**src/rtl/lsu_nm_pkg.sv**
```systemverilog
package lsu_nm_pkg;

  typedef enum logic [1:0] {
    SZ_BYTE  = 2'd0,
    SZ_HALF  = 2'd1,
    SZ_WORD  = 2'd2,
    SZ_DWORD = 2'd3
  } xfer_size_e;

  // Index of the highest beat (beats - 1) for a size code.
  function automatic int unsigned last_beat(input logic [1:0] sz);
    if (sz <= 2'd1) return 0;
    return (1 << (sz - 2'd1)) - 1;
  endfunction

endpackage

```
**src/rtl/lsu_nm_cmd.sv**
```systemverilog
module lsu_nm_cmd #(
  parameter int ADDR_W = 64,
  parameter int LANE_W = 16,
  parameter int LANES  = 4
) (
  input  logic                      clk_i,
  input  logic                      rst_ni,
  input  logic                      flush_i,
  input  logic                      reload_i,
  input  logic                      advance_i,
  input  logic                      hold_i,
  input  logic [LANES-1:0]          start_oh_i,
  input  logic [$clog2(LANES)-1:0]  last_pos_i,
  input  logic [1:0]                size_i,
  input  logic [ADDR_W-1:0]         base_i,
  input  logic [LANES*LANE_W-1:0]   wdata_i,
  output logic                      pending_o,
  output logic                      stb_o,
  output logic [ADDR_W-1:0]         adr_o,
  output logic [LANE_W-1:0]         dat_o,
  output logic [LANE_W/8-1:0]       sel_o
);
  localparam int BW    = $clog2(LANES);
  localparam int SEL_W = LANE_W / 8;
  localparam int SELB  = (SEL_W > 1) ? $clog2(SEL_W) : 1;

  logic [LANES-1:0] cmd_q, cmd_d;
  logic             cmd_en;
  logic [BW-1:0]    pos, idx, slot;
  logic             is_byte;

  always_comb begin
    cmd_d  = cmd_q;
    cmd_en = flush_i | reload_i | advance_i;
    if (flush_i)        cmd_d = '0;
    else if (reload_i)  cmd_d = start_oh_i;
    else if (advance_i) cmd_d = cmd_q >> 1;
  end

  always_ff @(posedge clk_i or negedge rst_ni) begin
    if (!rst_ni)     cmd_q <= '0;
    else if (cmd_en) cmd_q <= cmd_d;
  end

  always_comb begin
    pos = '0;
    for (int i = 0; i < LANES; i++) begin
      if (cmd_q[i]) pos = BW'(i);
    end
  end

  assign idx       = last_pos_i - pos;
  assign slot      = (base_i[BW:1] & ~last_pos_i) | idx;
  assign is_byte   = (size_i == lsu_nm_pkg::SZ_BYTE);
  assign pending_o = |cmd_q;
  assign stb_o     = pending_o & ~hold_i;
  assign adr_o     = {base_i[ADDR_W-1:BW+1], slot, 1'b0};

  always_comb begin
    if (is_byte) begin
      dat_o = {SEL_W{wdata_i[7:0]}};
      sel_o = SEL_W'(1) << base_i[SELB-1:0];
    end else begin
      dat_o = wdata_i[idx*LANE_W +: LANE_W];
      sel_o = '1;
    end
  end

endmodule

```
**src/rtl/lsu_nm_rsp.sv**
```systemverilog
module lsu_nm_rsp #(
  parameter int LANE_W = 16,
  parameter int LANES  = 4
) (
  input  logic                      clk_i,
  input  logic                      rst_ni,
  input  logic                      flush_i,
  input  logic                      reload_i,
  input  logic [LANES-1:0]          start_oh_i,
  input  logic [$clog2(LANES)-1:0]  last_pos_i,
  input  logic [1:0]                size_i,
  input  logic [$clog2(LANE_W/8)-1:0] byte_off_i,
  input  logic                      load_i,
  input  logic                      ack_i,
  input  logic [LANE_W-1:0]         dat_i,
  output logic                      busy_o,
  output logic [LANES*LANE_W-1:0]   ld_data_o,
  output logic                      ld_valid_o
);
  localparam int BW     = $clog2(LANES);
  localparam int DATA_W = LANES * LANE_W;

  logic [LANES-1:0]  rsp_q, rsp_d;
  logic              rsp_en, ack_hit;
  logic [BW-1:0]     pos, idx;
  logic [DATA_W-1:0] cap_q, cap_d;
  logic              valid_d, valid_q;

  assign busy_o  = |rsp_q;
  assign ack_hit = ack_i & busy_o;

  always_comb begin
    rsp_d  = rsp_q;
    rsp_en = flush_i | reload_i | ack_hit;
    if (flush_i)       rsp_d = '0;
    else if (reload_i) rsp_d = start_oh_i;
    else if (ack_hit)  rsp_d = rsp_q >> 1;
  end

  always_comb begin
    pos = '0;
    for (int i = 0; i < LANES; i++) begin
      if (rsp_q[i]) pos = BW'(i);
    end
  end

  assign idx = last_pos_i - pos;

  // The lane under the current response bit follows the bus every
  // cycle; only the value present with the acknowledge survives.
  always_comb begin
    cap_d = cap_q;
    cap_d[idx*LANE_W +: LANE_W] = dat_i;
  end

  assign valid_d = ack_hit & rsp_q[0] & load_i & ~flush_i & ~reload_i;

  always_ff @(posedge clk_i or negedge rst_ni) begin
    if (!rst_ni) begin
      rsp_q   <= '0;
      valid_q <= 1'b0;
    end else begin
      if (rsp_en) rsp_q <= rsp_d;
      valid_q <= valid_d;
    end
  end

  always_ff @(posedge clk_i or negedge rst_ni) begin
    if (!rst_ni)     cap_q <= '0;
    else if (busy_o) cap_q <= cap_d;
  end

  always_comb begin
    ld_data_o = '0;
    if (size_i == lsu_nm_pkg::SZ_BYTE) begin
      ld_data_o[7:0] = cap_q[byte_off_i*8 +: 8];
    end else begin
      for (int i = 0; i < LANES; i++) begin
        if (BW'(i) <= last_pos_i) ld_data_o[i*LANE_W +: LANE_W] = cap_q[i*LANE_W +: LANE_W];
      end
    end
  end

  assign ld_valid_o = valid_q;

endmodule

```
**src/rtl/lsu_nm_backoff.sv**
```systemverilog
module lsu_nm_backoff #(
  parameter bit         ENABLE = 1'b1,
  parameter logic [7:0] SEED   = 8'hA5
) (
  input  logic clk_i,
  input  logic rst_ni,
  input  logic start_i,
  output logic hold_o
);
  generate
    if (ENABLE) begin : g_lfsr
      logic [7:0] lfsr_q, lfsr_d;
      logic [3:0] cnt_q, cnt_d;

      assign lfsr_d = {lfsr_q[6:0], lfsr_q[7] ^ lfsr_q[5] ^ lfsr_q[4] ^ lfsr_q[3]};

      always_comb begin
        cnt_d = cnt_q;
        if (start_i)            cnt_d = (lfsr_q[3:0] == 4'd0) ? 4'd1 : lfsr_q[3:0];
        else if (cnt_q != 4'd0) cnt_d = cnt_q - 4'd1;
      end

      always_ff @(posedge clk_i or negedge rst_ni) begin
        if (!rst_ni) begin
          lfsr_q <= SEED;
          cnt_q  <= 4'd0;
        end else begin
          lfsr_q <= lfsr_d;
          cnt_q  <= cnt_d;
        end
      end

      assign hold_o = (cnt_q != 4'd0);
    end else begin : g_none
      assign hold_o = 1'b0;
    end
  endgenerate

endmodule

```
**src/rtl/lsu_narrow_master.sv**
```systemverilog
module lsu_narrow_master #(
  parameter int         ADDR_W     = 64,
  parameter int         LANE_W     = 16,
  parameter int         LANES      = 4,
  parameter bit         BACKOFF_EN = 1'b1,
  parameter logic [7:0] LFSR_SEED  = 8'hA5,
  localparam int        DATA_W     = LANES * LANE_W,
  localparam int        SEL_W      = LANE_W / 8
) (
  input  logic              clk_i,
  input  logic              rst_ni,
  input  logic              req_valid_i,
  input  logic              req_we_i,
  input  logic [1:0]        req_size_i,
  input  logic [ADDR_W-1:0] req_addr_i,
  input  logic [DATA_W-1:0] req_wdata_i,
  output logic [DATA_W-1:0] ld_data_o,
  output logic              ld_valid_o,
  output logic              trap_o,
  output logic              wb_cyc_o,
  output logic              wb_stb_o,
  output logic              wb_we_o,
  output logic [ADDR_W-1:0] wb_adr_o,
  output logic [LANE_W-1:0] wb_dat_o,
  output logic [SEL_W-1:0]  wb_sel_o,
  input  logic [LANE_W-1:0] wb_dat_i,
  input  logic              wb_ack_i,
  input  logic              wb_stall_i,
  input  logic              wb_err_i,
  input  logic              wb_retry_i
);
  localparam int BW   = $clog2(LANES);
  localparam int SELB = (SEL_W > 1) ? $clog2(SEL_W) : 1;

  // reset: asynchronous assertion, synchronous release
  logic [1:0] rst_sync_q;
  logic       rst_n;

  always_ff @(posedge clk_i or negedge rst_ni) begin
    if (!rst_ni) rst_sync_q <= 2'b00;
    else         rst_sync_q <= {rst_sync_q[0], 1'b1};
  end
  assign rst_n = rst_sync_q[1];

  // request hold registers
  logic [ADDR_W-1:0] base_q;
  logic [DATA_W-1:0] wdata_q;
  logic [1:0]        size_q;
  logic              we_q;

  logic              busy, accept, err_hit, retry_hit, reload, advance;
  logic              hold, cmd_pending, trap_q;
  logic [1:0]        start_size;
  logic [BW-1:0]     start_pos, run_pos;
  logic [LANES-1:0]  start_oh;

  assign accept     = req_valid_i & ~busy;
  assign err_hit    = wb_err_i & busy;
  assign retry_hit  = wb_retry_i & busy & ~err_hit;
  assign reload     = accept | retry_hit;
  assign start_size = accept ? req_size_i : size_q;
  assign start_pos  = BW'(lsu_nm_pkg::last_beat(start_size));
  assign start_oh   = LANES'(1) << start_pos;
  assign run_pos    = BW'(lsu_nm_pkg::last_beat(size_q));
  assign advance    = busy & cmd_pending & ~wb_stall_i & ~hold;

  always_ff @(posedge clk_i or negedge rst_n) begin
    if (!rst_n) begin
      base_q  <= '0;
      wdata_q <= '0;
      size_q  <= 2'd0;
      we_q    <= 1'b0;
    end else if (accept) begin
      base_q  <= req_addr_i;
      wdata_q <= req_wdata_i;
      size_q  <= req_size_i;
      we_q    <= req_we_i;
    end
  end

  always_ff @(posedge clk_i or negedge rst_n) begin
    if (!rst_n) trap_q <= 1'b0;
    else        trap_q <= err_hit;
  end

  lsu_nm_cmd #(.ADDR_W(ADDR_W), .LANE_W(LANE_W), .LANES(LANES)) u_cmd (
    .clk_i      (clk_i),
    .rst_ni     (rst_n),
    .flush_i    (err_hit),
    .reload_i   (reload),
    .advance_i  (advance),
    .hold_i     (hold),
    .start_oh_i (start_oh),
    .last_pos_i (run_pos),
    .size_i     (size_q),
    .base_i     (base_q),
    .wdata_i    (wdata_q),
    .pending_o  (cmd_pending),
    .stb_o      (wb_stb_o),
    .adr_o      (wb_adr_o),
    .dat_o      (wb_dat_o),
    .sel_o      (wb_sel_o)
  );

  lsu_nm_rsp #(.LANE_W(LANE_W), .LANES(LANES)) u_rsp (
    .clk_i      (clk_i),
    .rst_ni     (rst_n),
    .flush_i    (err_hit),
    .reload_i   (reload),
    .start_oh_i (start_oh),
    .last_pos_i (run_pos),
    .size_i     (size_q),
    .byte_off_i (base_q[SELB-1:0]),
    .load_i     (~we_q),
    .ack_i      (wb_ack_i),
    .dat_i      (wb_dat_i),
    .busy_o     (busy),
    .ld_data_o  (ld_data_o),
    .ld_valid_o (ld_valid_o)
  );

  lsu_nm_backoff #(.ENABLE(BACKOFF_EN), .SEED(LFSR_SEED)) u_backoff (
    .clk_i   (clk_i),
    .rst_ni  (rst_n),
    .start_i (retry_hit),
    .hold_o  (hold)
  );

  assign wb_cyc_o = busy;
  assign wb_we_o  = we_q;
  assign trap_o   = trap_q;

endmodule

```
**config.mk**
```make
export PLATFORM = sky130hd
export DESIGN_NAME = lsu_narrow_master
export DESIGN_NICKNAME = d
export VERILOG_FILES = /design/src/rtl/lsu_nm_pkg.sv /design/src/rtl/lsu_nm_cmd.sv /design/src/rtl/lsu_nm_rsp.sv /design/src/rtl/lsu_nm_backoff.sv /design/src/rtl/lsu_narrow_master.sv
export SDC_FILE = /design/constraint.sdc
export NUM_CORES = 1
export LEC_CHECK = 0
export ABC_AREA = 1
export BUFFER_PORTS_ARGS = -buffer_cell sky130_fd_sc_hd__buf_2
export CELL_PAD_IN_SITES_DETAIL_PLACEMENT = 0
export CELL_PAD_IN_SITES_GLOBAL_PLACEMENT = 1
export CORE_MARGIN = 4
export CORE_UTILIZATION = 38
export DETAILED_ROUTE_END_ITERATION = 8
export GPL_TIMING_DRIVEN = 0
export PLACE_DENSITY = 0.8
export SLEW_MARGIN = 20
export SYNTH_ARGS = -nofsm -noshare
export SYNTH_HDL_FRONTEND = slang
export SYNTH_SLANG_ARGS = --single-unit
```
**constraint.sdc**
```tcl
create_clock -name clk_i -period 8.1 [get_ports clk_i]
set_input_delay 0 -clock clk_i [delete_from_list [all_inputs] [get_ports clk_i]]
set_output_delay 0 -clock clk_i [all_outputs]
set_load 0.005 [all_outputs]
```
==> flow_summary.toml <==
[worst_setup_path]
endpoint_kind = "register"
r2r-start = "size_q[1]"
cp_slowest_stage_delay_ps = 440
cp-startpoint = "size_q[1]"
path_class = "reg -> reg"
crit_chain = "clkbuf_1, buf_1, inv_1, ha_1, inv_1, clkbuf_1, ha_1, clkbuf_1, nand2_1, o41ai_1"
reg2reg_slack_ps = 4410
critical_path_arrival_ps = 4090
crit_family = "buffers and inverters"
worst_path_most_repeated_cell = "clkbuf_1"
path_buf_inv = 6
cp-start-kind = "register"
cp.required_ps = 8500
cpMaxStageDelayCell = "clkbuf_1"
path_max_fanout = 11

[layout]
finalNetCount = 1955
area_growth_pct = 42.8
finish.utilization = 0.554
drive_gt1_frac = 0.269
final_cells = 2158

[cts]
cts_buffer_depth = 3
cts_tree = "done"
cts_root_buf = "clkbuf_16"
cts-buffers-inserted = 26
clkLatencyLatePin_ps = 520
path_clk_slew_ps = 60
postCtsSetupBuffers = 0
h-tree-depth = 1
clkSinkCount = 219

[run_status]
status = "finished, final reports clean"

[global_route]
grt_start_max_net_pins = 57
grt_pass1_wl_um = 54000
grt_overflow = 0
antenna_found_initial = 2
grt_pass1_vias = 10300
grt_use_total = 0.217

[power]
swShare = 0.452
p_sw_mw = 3.06
seqPwrFrac = 0.269
clockPowerShare = 0.175
p_int_mw = 3.72
pwr-share-comb = 0.555
power_density_nw_per_um2 = 453
p_leak_nw = 8.10
ir_drop_v = 0.000263
p_total_mw = 6.78

[floorplanning]
rows = 60
coreArea_um2 = 27000
ioPinCount = 305
start_util = 0.388
die_w_um = 174
dieArea_um2 = 30300
die_height_um = 174

[sta]
finalHoldViolations = 0
worstMarginPinSlew_ps = 596
finClkSkew_ps = 8.72
grt_setup_unrepaired = "false"
fin_crit_sh = 0.456
finalWorstSetupSlack_ps = 4410
maxSlewHeadroom = 0.603
clock.fmax_mhz = 271
fin_crit_ps = 3690
slew_violations = 0
whs_ps = 34.4
setup_violations = 0

[detailed_routing]
drt_iter0_markers = 796
vias_per_cell = 4.64
antenna_left = 0
num_vias = 10000
firstDrtPassIters = 5
routedWlPerCell_um = 15.4
drc = 0
wirelength_um = 33300

[logic_synthesis]
ys_warn_count = 0
syn_avg_cell_area_um2 = 8.04
ys_seq_elements = 219
synthDistinctLibCells = 34
synth_nets = 1465
ys_seq_area_frac = 0.523
syn_area_um2 = 10500
synthCells = 1305

[placed_design]
dpl.hpwl_um = 23700
dp.cells = 1953
io_buffer_count = 303
place_worst_setup_slack_ps = 4440
gp_congestion = 0.870

[min_path]
worstHoldStart = "req_valid_i"
hold_class = "in -> reg"

[flow_run]
cap_viol_max_count = 0
[cells by family after synthesis]
| family | count (synthesis) | share of synthesized area |
|---|---|---|
| buffers and inverters | 257 | 0.124 |
| DFF | 219 | 0.523 |
| AOI/OAI and AO/OA | 158 | 0.0802 |
| xor gates and xnor gates | 7 | 0.00764 |
| other | 2 | 0.000716 |
| and+or+nand+nor | 656 | 0.257 |
| adders and majority gates | 6 | 0.00716 |
[what timing repair did]
item                      CTS  global route
resized for setup           0             0
hold buffers              155             0
hold endpoints to repair  207             0
[flip-flops by register name (all words and copies together) (netlist names), 4 cells and up]
name / cells
base_q: 64
u_rsp.cap_q: 64
wdata_q: 64
u_backoff.g_lfsr.lfsr_q: 8
u_backoff.g_lfsr.cnt_q: 4
u_cmd.cmd_q: 4
u_rsp.rsp_q: 4
[worst register-to-register path: stages (launching register included)]
cell	delay, ps
dfrtp_1	380
clkbuf_1	390
buf_1	370
inv_1	170
ha_1	400
inv_1	200
clkbuf_1	440
ha_1	280
clkbuf_1	390
nand2_1	190
o41ai_1	360
[routing by layer]
metal / up-vias / wire (µm) / global-route usage
met5: - / 0 / 0
met4: 0 / 901 / 0.0594
met3: 62 / 1770 / 0.0328
met2: 342 / 15700 / 0.361
met1: 4633 / 14900 / 0.297
li1: 4973 / - / -
[metrics by stage]
| step | area, µm² | setup TNS (ps) |
|---|---|---|
| 5_1_grt | 15000 | 0 |
| 3_3_place_gp | 12400 | -241670 |
| 4_1_cts | 15000 | 0 |
| 3_5_place_dp | 12500 | 0 |
| 6_report | 15000 | 0 |
| 2_1_floorplan | 10500 | 0 |
[power by group through the flow]
stage / Combinational (mW) / Clock [mW] / Sequential (mW)
after floorplan: 2.48 / 0 / 1.79
after global placement: 3.62 / 0 / 1.85
after detailed placement: 3.68 / 0 / 1.84
after CTS: 3.76 / 1.22 / 1.82
after global routing: 4.25 / 1.27 / 1.88
final: 3.77 / 1.19 / 1.82
[worst paths after layout]
kind | end | depth (start not counted)
setup / recovery | u_rsp.cap_q[16] | 10
hold / removal | size_q[0] | 5
setup reg to reg | u_rsp.cap_q[16] | 10
hold reg to reg | wdata_q[57] | 0
max in group asynchronous | u_rsp.cap_q[58] | 2
min in group asynchronous | wdata_q[57] | 0
[cell usage after synthesis]
cell type | number | area (µm²)
inv_2 | 1 | 3.75
o21ai_2 | 10 | 87.6
o211ai_1 | 1 | 7.51
nor3_4 | 1 | 16.3
nand3_1 | 68 | 340
dfstp_2 | 4 | 105
nor2_2 | 5 | 31.3
o41ai_1 | 2 | 17.5
nand3_4 | 2 | 35.0
o21ai_1 | 36 | 180
buf_6 | 3 | 33.8
a211oi_1 | 1 | 7.51
xnor2_1 | 3 | 26.3
dfrtp_1 | 215 | 5380
nand2_4 | 1 | 11.3
ha_1 | 6 | 75.1
nand2_1 | 464 | 1740
o21ai_0 | 74 | 370
nand4_1 | 18 | 113
inv_4 | 1 | 6.26
xor2_4 | 1 | 27.5
a21oi_1 | 34 | 170
xor2_1 | 3 | 26.3
nor2_4 | 2 | 22.5
nand2_2 | 5 | 31.3
buf_1 | 7 | 26.3
clkbuf_1 | 21 | 78.8
nand3_2 | 2 | 20.0
conb_1 | 2 | 7.51
buf_4 | 76 | 571
nor2_1 | 86 | 323
inv_1 | 126 | 473
nor3_1 | 2 | 10.0
buf_2 | 22 | 110
[layout make-up]
class	instances	area (µm²)
diodes	2	5.00
fillers	2546	12000
repair buffers	462	3170
clock inverters	11	113
clock buffers	37	773
plain buffers	129	820
inverters	128	483
well taps	341	427
multi-input cells	829	3700
flip-flops and latches	219	5490
[placed cells by master, fill, tap and decap left out, drive strengths merged]
cell type and instances:
o41ai 2, conb 2, a211oi 1, nand4 18, xnor2 3, clkinv 6, buf 415, nand3 72
bufinv 2, inv 128, dlygate4sd3 155, xor2 4, nor3 3, dfrtp 215, nor2 93, diode 2
nand2 470, dfstp 4, clkbuf 58, o21ai 120, a21oi 34, clkinvlp 3, o211ai 1, ha 6
No activity file was read; power rests on OpenSTA's default activity.
